==> config.mk <==
export PLATFORM = sky130hd
export DESIGN_NAME = freq_meter
export DESIGN_NICKNAME = d
export VERILOG_FILES = /design/src/rtl/freq_meter_pkg.sv /design/src/rtl/fm_edge_sync.sv /design/src/rtl/fm_gate_timer.sv /design/src/rtl/fm_edge_tally.sv /design/src/rtl/fm_result_reg.sv /design/src/rtl/freq_meter.sv
export SDC_FILE = /design/constraint.sdc
export NUM_CORES = 1
export LEC_CHECK = 0
export ABC_AREA = 1
export BUFFER_PORTS_ARGS = -buffer_cell sky130_fd_sc_hd__clkbuf_2
export CAP_MARGIN = 20
export CORE_MARGIN = 1.5
export CORE_UTILIZATION = 59
export CTS_BUF_LIST = sky130_fd_sc_hd__clkbuf_4 sky130_fd_sc_hd__clkbuf_8 sky130_fd_sc_hd__clkbuf_16
export DETAILED_ROUTE_END_ITERATION = 16
export GPL_TIMING_DRIVEN = 0
export PLACE_DENSITY = 0.83
export SKIP_LAST_GASP = 1
export SYNTH_ARGS = -nofsm -noshare
export SYNTH_HDL_FRONTEND = slang
export SYNTH_SLANG_ARGS = --single-unit
==> constraint.sdc <==
create_clock -name clk -period 1.5 [get_ports clk]
set_input_delay 0.15 -clock clk [delete_from_list [all_inputs] [get_ports clk]]
set_output_delay 0.15 -clock clk [all_outputs]
set_load 0.01 [all_outputs]
==> src/rtl/freq_meter_pkg.sv <==
package freq_meter_pkg;

  // 50 MHz system clock and a 100 us gate give 10 kHz per count.
  localparam int unsigned DEF_GATE_CYCLES = 5000;
  localparam int unsigned DEF_MAX_COUNT   = 9999;
  localparam int unsigned DEF_SYNC_STAGES = 2;

  // Result of one closed window, before it is registered at the output.
  typedef struct packed {
    logic clipped;
    logic closing;
  } window_flags_t;

endpackage

==> src/rtl/fm_edge_sync.sv <==
module fm_edge_sync #(
  parameter int unsigned STAGES = 2
) (
  input  logic clk,
  input  logic rst_n,
  input  logic raw_in,
  output logic rise_evt
);
  logic [STAGES-1:0] chain;
  logic              prev_q;

  // Synchronizer chain: stage 0 samples the raw pin.
  always_ff @(posedge clk or negedge rst_n) begin
    if (!rst_n) chain[0] <= 1'b0;
    else        chain[0] <= raw_in;
  end

  generate
    for (genvar k = 1; k < STAGES; k++) begin : g_stage
      always_ff @(posedge clk or negedge rst_n) begin
        if (!rst_n) chain[k] <= 1'b0;
        else        chain[k] <= chain[k-1];
      end
    end
  endgenerate

  // Registered copy of the last stage, used only to detect a transition.
  always_ff @(posedge clk or negedge rst_n) begin
    if (!rst_n) prev_q <= 1'b0;
    else        prev_q <= chain[STAGES-1];
  end

  assign rise_evt = chain[STAGES-1] & ~prev_q;
endmodule

==> src/rtl/fm_gate_timer.sv <==
module fm_gate_timer #(
  parameter int unsigned GATE_CYCLES = 5000
) (
  input  logic clk,
  input  logic rst_n,
  output logic gate_close
);
  localparam int unsigned TW = (GATE_CYCLES > 2) ? $clog2(GATE_CYCLES) : 1;
  localparam logic [TW-1:0] LAST = TW'(GATE_CYCLES - 1);

  logic [TW-1:0] tick_q;

  always_ff @(posedge clk or negedge rst_n) begin
    if (!rst_n)              tick_q <= '0;
    else if (tick_q == LAST) tick_q <= '0;
    else                     tick_q <= tick_q + 1'b1;
  end

  // High during the last cycle of each window.
  assign gate_close = (tick_q == LAST);
endmodule

==> src/rtl/fm_edge_tally.sv <==
module fm_edge_tally #(
  parameter int unsigned MAX_COUNT = 9999,
  localparam int unsigned CW = $clog2(MAX_COUNT + 1)
) (
  input  logic          clk,
  input  logic          rst_n,
  input  logic          rise_evt,
  input  logic          gate_close,
  output logic [CW-1:0] tally,
  output logic          clipped
);
  localparam logic [CW-1:0] TOP = CW'(MAX_COUNT);

  always_ff @(posedge clk or negedge rst_n) begin
    if (!rst_n) begin
      tally   <= '0;
      clipped <= 1'b0;
    end else if (gate_close) begin
      // An edge in the closing cycle opens the next window's count.
      tally   <= rise_evt ? CW'(1) : '0;
      clipped <= 1'b0;
    end else if (rise_evt) begin
      if (tally == TOP) clipped <= 1'b1;
      else              tally   <= tally + 1'b1;
    end
  end
endmodule

==> src/rtl/fm_result_reg.sv <==
module fm_result_reg #(
  parameter int unsigned CW = 14
) (
  input  logic          clk,
  input  logic          rst_n,
  input  logic          gate_close,
  input  logic [CW-1:0] tally,
  input  logic          clipped,
  output logic [CW-1:0] res_count,
  output logic          res_sat,
  output logic          res_valid
);
  always_ff @(posedge clk or negedge rst_n) begin
    if (!rst_n) begin
      res_count <= '0;
      res_sat   <= 1'b0;
      res_valid <= 1'b0;
    end else begin
      res_valid <= gate_close;
      if (gate_close) begin
        res_count <= tally;
        res_sat   <= clipped;
      end
    end
  end
endmodule

==> src/rtl/freq_meter.sv <==
module freq_meter
  import freq_meter_pkg::*;
#(
  parameter int unsigned GATE_CYCLES = DEF_GATE_CYCLES,
  parameter int unsigned MAX_COUNT   = DEF_MAX_COUNT,
  parameter int unsigned SYNC_STAGES = DEF_SYNC_STAGES,
  localparam int unsigned CW = $clog2(MAX_COUNT + 1)
) (
  input  logic          clk,
  input  logic          rst_n,
  input  logic          sig_in,
  output logic [CW-1:0] meas_count,
  output logic          meas_valid,
  output logic          meas_sat
);
  logic          rise_evt;
  logic [CW-1:0] tally;
  window_flags_t wflags;

  fm_edge_sync #(.STAGES(SYNC_STAGES)) u_sync (
    .clk      (clk),
    .rst_n    (rst_n),
    .raw_in   (sig_in),
    .rise_evt (rise_evt)
  );

  fm_gate_timer #(.GATE_CYCLES(GATE_CYCLES)) u_timer (
    .clk        (clk),
    .rst_n      (rst_n),
    .gate_close (wflags.closing)
  );

  fm_edge_tally #(.MAX_COUNT(MAX_COUNT)) u_tally (
    .clk        (clk),
    .rst_n      (rst_n),
    .rise_evt   (rise_evt),
    .gate_close (wflags.closing),
    .tally      (tally),
    .clipped    (wflags.clipped)
  );

  fm_result_reg #(.CW(CW)) u_result (
    .clk        (clk),
    .rst_n      (rst_n),
    .gate_close (wflags.closing),
    .tally      (tally),
    .clipped    (wflags.clipped),
    .res_count  (meas_count),
    .res_sat    (meas_sat),
    .res_valid  (meas_valid)
  );
endmodule

==> metrics.md, run 1 <==
| Metric | Value |
|---|---|
| Status | `finished, violations left` |
| Failing checks | `negative setup slack` |
| Buffers on Ports | `18` |
| Layout area overhead | `27.72%` |
| Post-synthesis simple-gate area fraction | `30.29%` |
| Critical path endpoint category | `register` |
| RSZ-0062 raised after global routing | `true` |
| Vias in the first global route | `2025` |
| Reg2Reg Depth | `7` |
| H-tree Lvls | `2` |
| Share of cells above drive strength 1 | `34.07%` |
| Yosys Warn Count | `0` |
| Initial core utilization | `61.61%` |
| Critical Path Source | `u_timer.tick_q[0]` |
| Top cell type's share of synthesized area | `47.38%` |
| Routability cong. | `0.9322` |
| Yosys reg bits | `47` |
| Top-count cell post-synth | `nand2_1` |
| Commonest cells post-synth | `nand2_1 (79), dfrtp_1 (47), inv_1 (43)` |
| Critical Path AT | `1.76 ns` |
| RR Startpoint | `u_timer.tick_q[0]` |
| Worst-path clk slew | `0.09 ns` |
| Synth Area in Compound Gates | `8.216%` |
| Fin crit share | `101.0%` |
| Count of final setup violators | `2` |
| Vias per cell | `5.844` |
| Largest net degree at the start of global routing | `29` |
| DRT iter0 DRCs | `290` |
| CTS sink cnt | `47` |
| Ys flop type | `dfrtp_1` |
| Clock Root Buffer | `clkbuf_8` |
| Nets@finish | `366` |
| Critical path type | `register to register` |
| Clock buffer count from CTS | `5` |
| Final max-slew violation count | `0` |
| Design area | `0.003171 mm^2` |
| Area of the multi-input gates | `0.001256 mm^2` |
| Final Power | `0.002944 W` |
| First-pass DRT Iterations | `7` |
| Post-Synthesis Cells | `312` |
| Final setup skew | `0.01018 ns` |
| Die Area | `0.004606 mm^2` |
| Mapped Area | `0.002482 mm^2` |
| Hold WS | `0.3404 ns` |
| WL per Instance | `16.17 um` |
| Vias | `2402` |
| Worst-margin pin slew | `0.5282 ns` |
| Fin worst setup slack | `-0.01434 ns` |
| Combinational family with the most area after synthesis | `simple AND/OR/NAND/NOR gates` |
| Total Wirelength | `6.644 mm` |
| CTS max path bufs | `2` |
| Post-synthesis mux area share | `0%` |
| Initial antenna violation count | `0` |
| Max-cap violation count | `0` |
| Grt ovf | `0` |
| Post-synth EDFFs | `0` |
| Worst-Skew Late Latency | `0.30 ns` |
| Post-layout min period | `1.514 ns` |
| Synth area leaders | `dfrtp_1 (47%), nand2_1 (12%), inv_1 (6.5%)` |
| DIE HEIGHT | `67.87 um` |
| Post-placement cell area | `0.002655 mm^2` |
| Mean Syn Cell Area | `7.956 um^2` |
| Reg-to-Reg End | `u_timer.tick_q[0]` |
| Worst min path class | `primary input to asynchronous set/reset pin` |
| Area leader, netlist | `dfrtp_1` |
| Final Hold Vio Count | `0` |
| First-pass GRT wire length | `8.838 mm` |
| Headroom to the max-slew limit | `64.79%` |
| Pleak | `1.538 nW` |
| CTS tree | `done` |
| Antenna Violating Nets Remaining | `0` |
| Storage element area | `0.001182 mm^2` |
| Sequential area share after synthesis | `47.38%` |
| Total core area | `0.004029 mm^2` |
| Fillers | `238` |
| Post-synthesis adder-cell area fraction | `1.512%` |
| Post-Synth XOR/XNOR Area | `3.175%` |
| Post-detail-place hpwl | `3.678 mm` |
| Required @ worst endpoint | `1.74 ns` |
| Row count | `23` |
| Top Ports | `19` |
| Final core occ | `78.70%` |
| Syn_nets | `318` |
| Post-synthesis cell type count | `25` |
| Fmax | `660.4 MHz` |
| FFs w/ async S/R, synth | `100.0%` |
| Chip Width | `67.87 um` |
| Pwr/cell area | `928.7 mW/mm^2` |
| Setup crit start kind | `register` |
| DRC viols | `0` |
| Ant diodes | `0` |
| CP Capture Point | `u_timer.tick_q[0]` |
| Worst reg2reg setup slack | `-0.01 ns` |
| Maximum fanout along the worst path | `7` |
| Peak VDD IR | `0.0006651 V` |
| Global Route Usage Sum | `25.55%` |
## routing by layer
metal,global-route usage [%],part of all wire [%],vias up
li1,-,-,1080
met1,32.30,39,1152
met2,44.36,49,131
met3,3.454,6.9,39
met4,10.00,4.7,0
met5,0,0,-
## worst min-delay path by stage
stage | endpoint | slack, ns | depth (start not counted) | startpoint
final | u_result.res_count[10] | 0.34 | 2 | rst_n
after global routing | u_sync.chain[1] | 0.37 | 0 | u_sync.chain[0]
after floorplan | u_result.res_count[0] | -0.15 | 0 | rst_n
after CTS | u_result.res_count[10] | 0.36 | 2 | rst_n
after detailed placement | u_result.res_count[10] | 0.14 | 1 | rst_n
after global placement | u_sync.chain[0] | 0.26 | 1 | sig_in
## power breakdown
| group | switching (W) | total, W | internal, W |
|---|---|---|---|
| clock network | 0.000431 | 0.00112 | 0.000684 |
| registers | 0.000106 | 0.00143 | 0.00132 |
| logic | 0.000225 | 0.000398 | 0.000173 |
## sequential cells by signal, summed over array words and instances, names as in the netlist
signal / count
u_sync.prev_q: 1
u_result.res_sat: 1
u_tally.tally: 14
u_tally.clipped: 1
u_timer.tick_q: 13
u_sync.chain: 2
u_result.res_count: 14
u_result.res_valid: 1
## worst max-delay path, stage by stage (launching register included)
cell        delay [ns]
dfrtp_1           0.42
ha_4              0.19
nand3_2           0.08
nor2_2            0.04
nand2_2           0.16
clkinvlp_4        0.21
or2_2             0.31
inv_1             0.05
## cell type report
type,instances,share of cell area (%)
Buffer,6,2.289
Clock buffer,6,2.407
Clock inverter,2,1.894
Inverter,46,5.564
Multi-Input combinational cell,214,39.62
Sequential cell,47,37.29
Tap cell,50,1.973
Timing Repair Buffer,40,8.958
## metrics by stage
step                setup TNS, ns  setup WS (ns)  std cells
CTS                             0       0.004709        395
floorplan                       0         0.1145        312
detailed placement        -0.8455       -0.08403        381
global placement          -0.3063       -0.03582        380
finish                   -0.01675       -0.01434        411
global route               -1.312       -0.09259        411
## logic make-up after synthesis
group	after synthesis
and+or+nand+nor	171
buffers and inverters	52
DFF	47
AOI/OAI and AO/OA	30
xor gates and xnor gates	9
adders and majority gates	3
## cells in the final DEF, fill, tap and decap left out, types with 3 or more instances in the layout
cell and instances:
dfrtp_2 5, nor3_1 6, nand2_2 14, o21ai_2 14, buf_8 3, inv_2 7, nand4_1 9, clkbuf_8 5
dfrtp_1 42, inv_1 38, nor2_1 26, buf_4 16, xor2_1 8, buf_6 5, a21oi_1 4, clkbuf_2 18
nor2_2 9, nand2_4 5, nand3_2 6, o21ai_1 8, nand2_1 68, nor2_4 4, nand3_1 21
## timing repair
item	4_1_cts	5_1_grt
pin swaps	3	15
hold buffers	2	0
setup endpoints to repair	16	36
resized for setup	6	61
hold endpoints to repair	20	0
setup buffers	4	14
gates cloned	0	2
Note: power is estimated with default switching activity, not from simulation.
==> run 2: changes to the inputs <==
ABC_AREA = not set   (was 1)
CORE_UTILIZATION = 58   (was 59)
==> run 2 against run 1 <==
Effect of this change: the flow still finishes with violations (negative setup slack); utilization rose by 7.6 points; setup slack got worse by 0.25 ns; critical path depth fell by 1; sequential power barely moved; sequential cell count did not move; critical path type unchanged; critical endpoint is now u_tally.tally[10]; largest cell class is now registers; largest power group unchanged.
==> metrics.md, run 2 <==
| Metric | Value |
|---|---|
| DRC viols | `0 (unchanged)` |
| Peak VDD IR | `0.0007812 V (+17%)` |
| Final max-slew violation count | `0 (unchanged)` |
| Total Wirelength | `5.843 mm (-12%)` |
| FFs w/ async S/R, synth | `100.0% (unchanged)` |
| Mapped Area | `0.002082 mm^2 (-16%)` |
| Initial antenna violation count | `0 (unchanged)` |
| RSZ-0062 raised after global routing | `true` |
| Commonest non-fill, non-tap cells in the layout | `nand2_1 (46), dfrtp_1 (36), buf_4 (30), clkbuf_2 (18), nor2_1 (15)` |
| Failing checks | `negative setup slack` |
| RR Startpoint | `u_tally.tally[0]` |
| Fmax | `565.9 MHz (-14%)` |
| Clock buffer count from CTS | `5 (unchanged)` |
| Placement Setup Slack | `-0.3937 ns (-0.3097 ns)` |
| Top flop regs | `u_result.res_count (14), u_tally.tally (14), u_timer.tick_q (13)` |
| Pwr/cell area | `832.4 mW/mm^2 (-10%)` |
| CP Capture Point | `u_tally.tally[10]` |
| Nets@finish | `276 (-25%)` |
| Total core area | `0.003390 mm^2 (-16%)` |
| Top-count cell post-synth | `nand2_1` |
| Maximum fanout along the worst path | `6 (-1)` |
| Hold WS | `0.3175 ns (-0.02284 ns)` |
| Worst reg2reg setup slack | `-0.27 ns (-0.25 ns)` |
| Critical Path Source | `u_tally.tally[0]` |
| WL per Instance | `18.43 um (+14%)` |
| Status | `finished, violations left` |
| Final TNS setup | `-3.148 ns (-3.131 ns)` |
| Clock Root Buffer | `clkbuf_4` |
| First-pass GRT wire length | `7.576 mm (-14%)` |
| Initial core utilization | `61.42% (-0.19 points)` |
| Required @ worst endpoint | `1.77 ns (+0.03 ns)` |
| Global Route Usage Sum | `24.88% (-0.66 points)` |
| Critical path endpoint category | `register` |
| Commonest non-fill, non-tap cell in the layout | `nand2_1` |
| Row count | `21 (-8.7%)` |
| Count of final setup violators | `37 (+35)` |
| Vias per cell | `5.776 (-1.2%)` |
| Fillers | `149 (-37%)` |
| Buffers on Ports | `18 (unchanged)` |
| Grt ovf | `0 (unchanged)` |
| Area leader, netlist | `dfrtp_1` |
| Reg-to-Reg End | `u_tally.tally[10]` |
| Sequential area share after synthesis | `56.49% (+9.1 points)` |
| Ant diodes | `0 (unchanged)` |
| DRT iter0 DRCs | `154 (-47%)` |
| Reg2Reg Depth | `6 (-1)` |
| Critical path type | `register to register` |
| Final setup skew | `0.006645 ns (-0.003540 ns)` |
| Vias in the first global route | `1568 (-23%)` |
| Setup crit start kind | `register` |
| Chip Width | `62.92 um (-7.3%)` |
| Post-placement cell area | `0.002272 mm^2 (-14%)` |
| First-pass DRT Iterations | `4 (-3)` |
| Antenna Violating Nets Remaining | `0 (unchanged)` |
| Commonest cells post-synth | `nand2_1 (52), dfrtp_1 (47), nor2_1 (15)` |
| CTS sink cnt | `47 (unchanged)` |
| CTS max path bufs | `2 (unchanged)` |
| Post-layout min period | `1.767 ns (+0.2528 ns)` |
| Vias | `1831 (-24%)` |
| Fin worst setup slack | `-0.2671 ns (-0.2528 ns)` |
| DIE HEIGHT | `62.92 um (-7.3%)` |
| Worst-margin pin slew | `0.6472 ns (+0.1190 ns)` |
| Yosys reg bits | `47 (unchanged)` |
| Pleak | `1.437 nW (-6.5%)` |
| Yosys Warn Count | `0 (unchanged)` |
| Top cell type's share of synthesized area | `56.49% (+9.1 points)` |
| H-tree Lvls | `2 (unchanged)` |
| Post-synth EDFFs | `0 (unchanged)` |
| Mean Syn Cell Area | `10.06 um^2 (+26%)` |
| Fin crit share | `117.8% (+17 points)` |
| Worst min path class | `primary input to asynchronous set/reset pin` |
| Worst-path clk slew | `0.13 ns (+0.04 ns)` |
| Share of cells above drive strength 1 | `40.59% (+6.5 points)` |
| Critical Path AT | `2.03 ns (+0.27 ns)` |
| Post-detail-place hpwl | `2.781 mm (-24%)` |
| Design area | `0.002927 mm^2 (-7.7%)` |
| Worst-Skew Late Latency | `0.37 ns (+0.07 ns)` |
| Synth area leaders | `dfrtp_1 (56%), nand2_1 (9.4%), xor2_1 (3.8%)` |
| Final Hold Vio Count | `0 (unchanged)` |
| Headroom to the max-slew limit | `56.86% (-7.9 points)` |
| Routability cong. | `0.7997 (-14%)` |
| Syn_nets | `213 (-33%)` |
| CTS tree | `done` |
| Post-Synthesis Cells | `207 (-34%)` |
| Layout area overhead | `40.57%` |
| Top Ports | `19 (unchanged)` |
| Max-cap violation count | `0 (unchanged)` |
| Largest net degree at the start of global routing | `26 (-10%)` |
| Die Area | `0.003958 mm^2 (-14%)` |
| Post-synthesis cell type count | `34 (+36%)` |
| Ys flop type | `dfrtp_1` |
-- run 2: per-stage QoR --
stage,power (W),instances,util (%)
4_1_cts,0.002306,289,73.79
5_1_grt,0.002531,317,86.34
3_5_place_dp,0.001639,272,67.04
2_1_floorplan,0.001553,207,-
6_report,0.002436,317,86.34
3_3_place_gp,0.001618,271,66.22
-- run 2: worst min path at each step --
stage / startpoint / to / slack, ns / depth (start not counted)
6_report: rst_n / u_timer.tick_q[12] / 0.32 / 2
5_1_grt: rst_n / u_timer.tick_q[6] / 0.35 / 2
3_5_place_dp: rst_n / u_timer.tick_q[12] / 0.20 / 1
3_3_place_gp: sig_in / u_sync.chain[0] / 0.26 / 1
2_1_floorplan: rst_n / u_result.res_count[0] / -0.15 / 0
4_1_cts: rst_n / u_timer.tick_q[7] / 0.33 / 2
-- run 2: what timing repair did --
item                                    4_1_cts  5_1_grt
gates resized for setup                      20       52
pin swaps                                     4       28
endpoints found under the hold margin        23        0
endpoints found under the setup margin       38       34
gates cloned                                  0        3
hold buffers                                  2        0
buffers inserted                              8       25
-- run 2: layout make-up --
type | count | area, um^2 | share of cell area [%]
sequential | 47 | 1190 | 40.66
multi-input combinational | 150 | 1079 | 36.85
timing repair buffer | 57 | 456.7 | 15.60
clock buffer | 8 | 72.57 | 2.480
tap | 46 | 57.56 | 1.967
buffer | 5 | 56.30 | 1.924
inverter | 4 | 15.01 | 0.5130
-- run 2: power by group --
| part | internal [W] | leakage, nW | switching, W |
|---|---|---|---|
| combinational | 0.000149 | 0.780 | 0.000165 |
| clock | 0.000294 | 0.0420 | 0.000393 |
| sequential | 0.00133 | 0.615 | 0.0000998 |
-- run 2: critical path: stages (launching register included) --
cell and delay, ns:
dfrtp_2 0.45, buf_4 0.15, ha_1 0.18, inv_1 0.13, or4_4 0.55, xor2_1 0.16
nor2_1 0.05
-- run 2: cell families after synthesis --
logic type	share of synthesized area, %
xor gates and xnor gates	7.152
DFF	56.49
and+or+nand+nor	26.62
adders and majority gates	1.803
AOI/OAI and AO/OA	6.010
buffers and inverters	1.923
-- run 2: layer usage --
metal | share of wire (%) | GRT usage [%] | vias up | wire length (um)
li1 | - | - | 840 | -
met1 | 43 | 34.52 | 907 | 2498
met2 | 49 | 37.63 | 72 | 2887
met3 | 5.8 | 7.027 | 12 | 339
met4 | 2.0 | 8.889 | 0 | 117
met5 | 0 | 0 | - | 0
==> run 3: changes to the inputs <==
PLACE_DENSITY = 0.78   (was 0.83)
==> run 3 against run 2 <==
Effect of this change: clock skew is 0.0033 ns higher; die area unchanged; utilization decreased by 7.5 points; hold slack worse by 0.11 ns; combinational power is 6.4% higher; critical path depth decreased by 1; non-clock buffer count down 9; clock power shrank 5.1%; via count shrank 2.5%; power is 0.29% lower; the run still ends with negative setup slack left; setup slack worse by 0.054 ns; global-route usage barely moved.
==> metrics.md, run 3 (same netlist as run 2, synthesis figures left out) <==
| Metric | Value |
|---|---|
| Fin worst setup slack | `-0.3215 ns (-0.05437 ns)` |
| Status | `finished, violations left` |
| WL per Instance | `16.80 um (-8.9%)` |
| RSZ-0062 raised after global routing | `true` |
| Vias in the first global route | `1610 (+2.7%)` |
| Final max-slew violation count | `0 (unchanged)` |
| Chip Width | `62.92 um (unchanged)` |
| Ant diodes | `0 (unchanged)` |
| DRT iter0 DRCs | `139 (-9.7%)` |
| Post-detail-place hpwl | `2.870 mm (+3.2%)` |
| Grt ovf | `0 (unchanged)` |
| First-pass DRT Iterations | `4 (unchanged)` |
| Share of cells above drive strength 1 | `31.30% (-9.3 points)` |
| Commonest non-fill, non-tap cells in the layout | `nand2_1 (52), dfrtp_1 (42), buf_4 (28), clkbuf_2 (18), nor2_1 (15)` |
| RR Startpoint | `u_tally.tally[4]` |
| Cells along the critical path | `or3_4 -> o41ai_4 -> buf_4 -> or3_1 -> a21oi_1` |
| Layout Cells excl Fill | `308 (-2.8%)` |
| Clock buffer count from CTS | `5 (unchanged)` |
| Critical path type | `register to register` |
| Initial core utilization | `61.42% (unchanged)` |
| Storage element area | `0.001182 mm^2 (-0.63%)` |
| Clock Root Buffer | `clkbuf_4` |
| Peak VDD IR | `0.0006437 V (-18%)` |
| Largest net degree at the start of global routing | `48 (+85%)` |
| Pwr/cell area | `908.8 mW/mm^2 (+9.2%)` |
| H-tree Lvls | `2 (unchanged)` |
| Total core area | `0.003390 mm^2 (unchanged)` |
| Failing checks | `negative setup slack` |
| Area of the multi-input gates | `974.7 um^2 (-9.6%)` |
| Placement Setup Slack | `-0.3910 ns (+0.002709 ns)` |
| Reg-to-Reg End | `u_tally.tally[2]` |
| Routability cong. | `0.8827 (+10%)` |
| Commonest non-fill, non-tap cell in the layout | `nand2_1` |
| Vias per cell | `5.795 (+0.34%)` |
| Post-layout min period | `1.821 ns (+0.05437 ns)` |
| Final Hold Vio Count | `0 (unchanged)` |
| Headroom to the max-slew limit | `72.99% (+16 points)` |
| Pleak | `1.282 nW (-11%)` |
| Reg2Reg Depth | `5 (-1)` |
| First-pass GRT wire length | `7.541 mm (-0.46%)` |
| Row count | `21 (unchanged)` |
| Antenna Violating Nets Remaining | `0 (unchanged)` |
| Layout area overhead | `28.37%` |
| Die Area | `0.003958 mm^2 (unchanged)` |
| Maximum fanout along the worst path | `6 (unchanged)` |
| Final Power | `0.002429 W (-0.29%)` |
| Count of final setup violators | `27 (-27%)` |
| Worst-path clk slew | `0.14 ns (about the same)` |
| Max stage delay cell, worst path | `dfrtp_2` |
| Critical path endpoint category | `register` |
| Required @ worst endpoint | `1.77 ns (about the same)` |
| Global Route Usage Sum | `24.83% (-0.048 points)` |
| Dpl cells | `271 (-0.37%)` |
| Fin crit share | `121.4% (+3.6 points)` |
| Buffers on Ports | `18 (unchanged)` |
| Vias | `1785 (-2.5%)` |
| Nets@finish | `267 (-3.3%)` |
| Top Ports | `19 (unchanged)` |
| Critical Path AT | `2.09 ns (+0.06 ns)` |
| DIE HEIGHT | `62.92 um (unchanged)` |
| DRC viols | `0 (unchanged)` |
| CTS tree | `done` |
| Worst-Skew Late Latency | `0.38 ns (about the same)` |
| Fmax | `549.0 MHz (-3.0%)` |
| Total Wirelength | `5.173 mm (-11%)` |
| Worst-margin pin slew | `0.4051 ns (-0.2420 ns)` |
| Initial antenna violation count | `0 (unchanged)` |
| Final TNS setup | `-2.484 ns (+0.6634 ns)` |
| Top flop regs | `u_result.res_count (14), u_tally.tally (14), u_timer.tick_q (13)` |
| Worst reg2reg setup slack | `-0.32 ns (-0.05 ns)` |
| Final setup skew | `0.009963 ns (+0.003318 ns)` |
| Worst min path class | `primary input to asynchronous set/reset pin` |
| Max stage delay on crit path | `0.47 ns (-0.08 ns)` |
| Fillers | `213 (+43%)` |
| CTS max path bufs | `2 (unchanged)` |
| Max-cap violation count | `0 (unchanged)` |
| Setup crit start kind | `register` |
| CTS sink cnt | `47 (unchanged)` |
[run 3: cell types whose count changed in the layout (fill, tap and decap cells not counted), sizes merged]
| cell | previous run | this run |
|---|---|---|
| buf | 40 | 32 |
| clkinvlp | 0 | 1 |
| clkinv | 0 | 1 |
| clkbuf | 28 | 25 |
[run 3: where the power goes]
group          total [W]  switching, W  internal, W
combinational   0.000334      0.000170     0.000165
clock           0.000652      0.000421     0.000231
sequential       0.00144      0.000110      0.00133
[run 3: final cells by class]
| type | instances | area share, % |
|---|---|---|
| well taps | 46 | 2.154 |
| multi-input cells | 150 | 36.47 |
| plain buffers | 5 | 1.451 |
| inverters | 4 | 0.5618 |
| repair buffers | 48 | 12.59 |
| clock inverters | 2 | 0.6086 |
| clock buffers | 6 | 1.919 |
| flip-flops and latches | 47 | 44.24 |
[run 3: repair_timing]
action | in CTS | in global routing
resized for setup | 17 | 16
buffers inserted | 8 | 19
hold buffers | 2 | 0
endpoints found under the hold margin | 38 | 0
pin swaps | 3 | 9
endpoints found under the setup margin | 38 | 39
[run 3: layer usage]
| layer | global-route usage (%) | wire length [um] | vias to the layer above |
|---|---|---|---|
| li1 | - | - | 819 |
| met1 | 33.17 | 2033 | 853 |
| met2 | 38.43 | 2519 | 97 |
| met3 | 7.568 | 458 | 16 |
| met4 | 8.889 | 161 | 0 |
| met5 | 0 | 0 | - |
[run 3: critical path, delay by kind of cell, from the launching register on]
kind | cells | cell delay (ns)
flip-flops | 1 | 0.47
AO/OA/AOI/OAI | 2 | 0.45
buffers and inverters | 1 | 0.21
AND/OR/NAND/NOR | 2 | 0.57
[run 3: metrics by stage]
| step | hold slack, ns | instance area, um^2 | utilization [%] |
|---|---|---|---|
| after floorplan | -0.1456 | 2097 | - |
| after global placement | 0.2628 | 2245 | 66.22 |
| after detailed placement | 0.2605 | 2245 | 66.22 |
| after CTS | 0.3776 | 2457 | 72.50 |
| after global routing | 0.2190 | 2673 | 78.85 |
| final | 0.2053 | 2673 | 78.85 |
[run 3: worst max-delay path by stage]
stage                                 start                to  slack [ns]  cells past startpoint
after global routing       u_tally.tally[4]  u_tally.tally[2]       -0.36                      5
after detailed placement   u_tally.tally[0]  u_tally.tally[2]       -0.39                      5
after floorplan           u_tally.tally[12]  u_tally.tally[3]       -0.19                      4
final                      u_tally.tally[4]  u_tally.tally[2]       -0.32                      5
after global placement     u_tally.tally[0]  u_tally.tally[3]       -0.33                      5
after CTS                 u_tally.tally[12]  u_tally.tally[2]       -0.29                      5
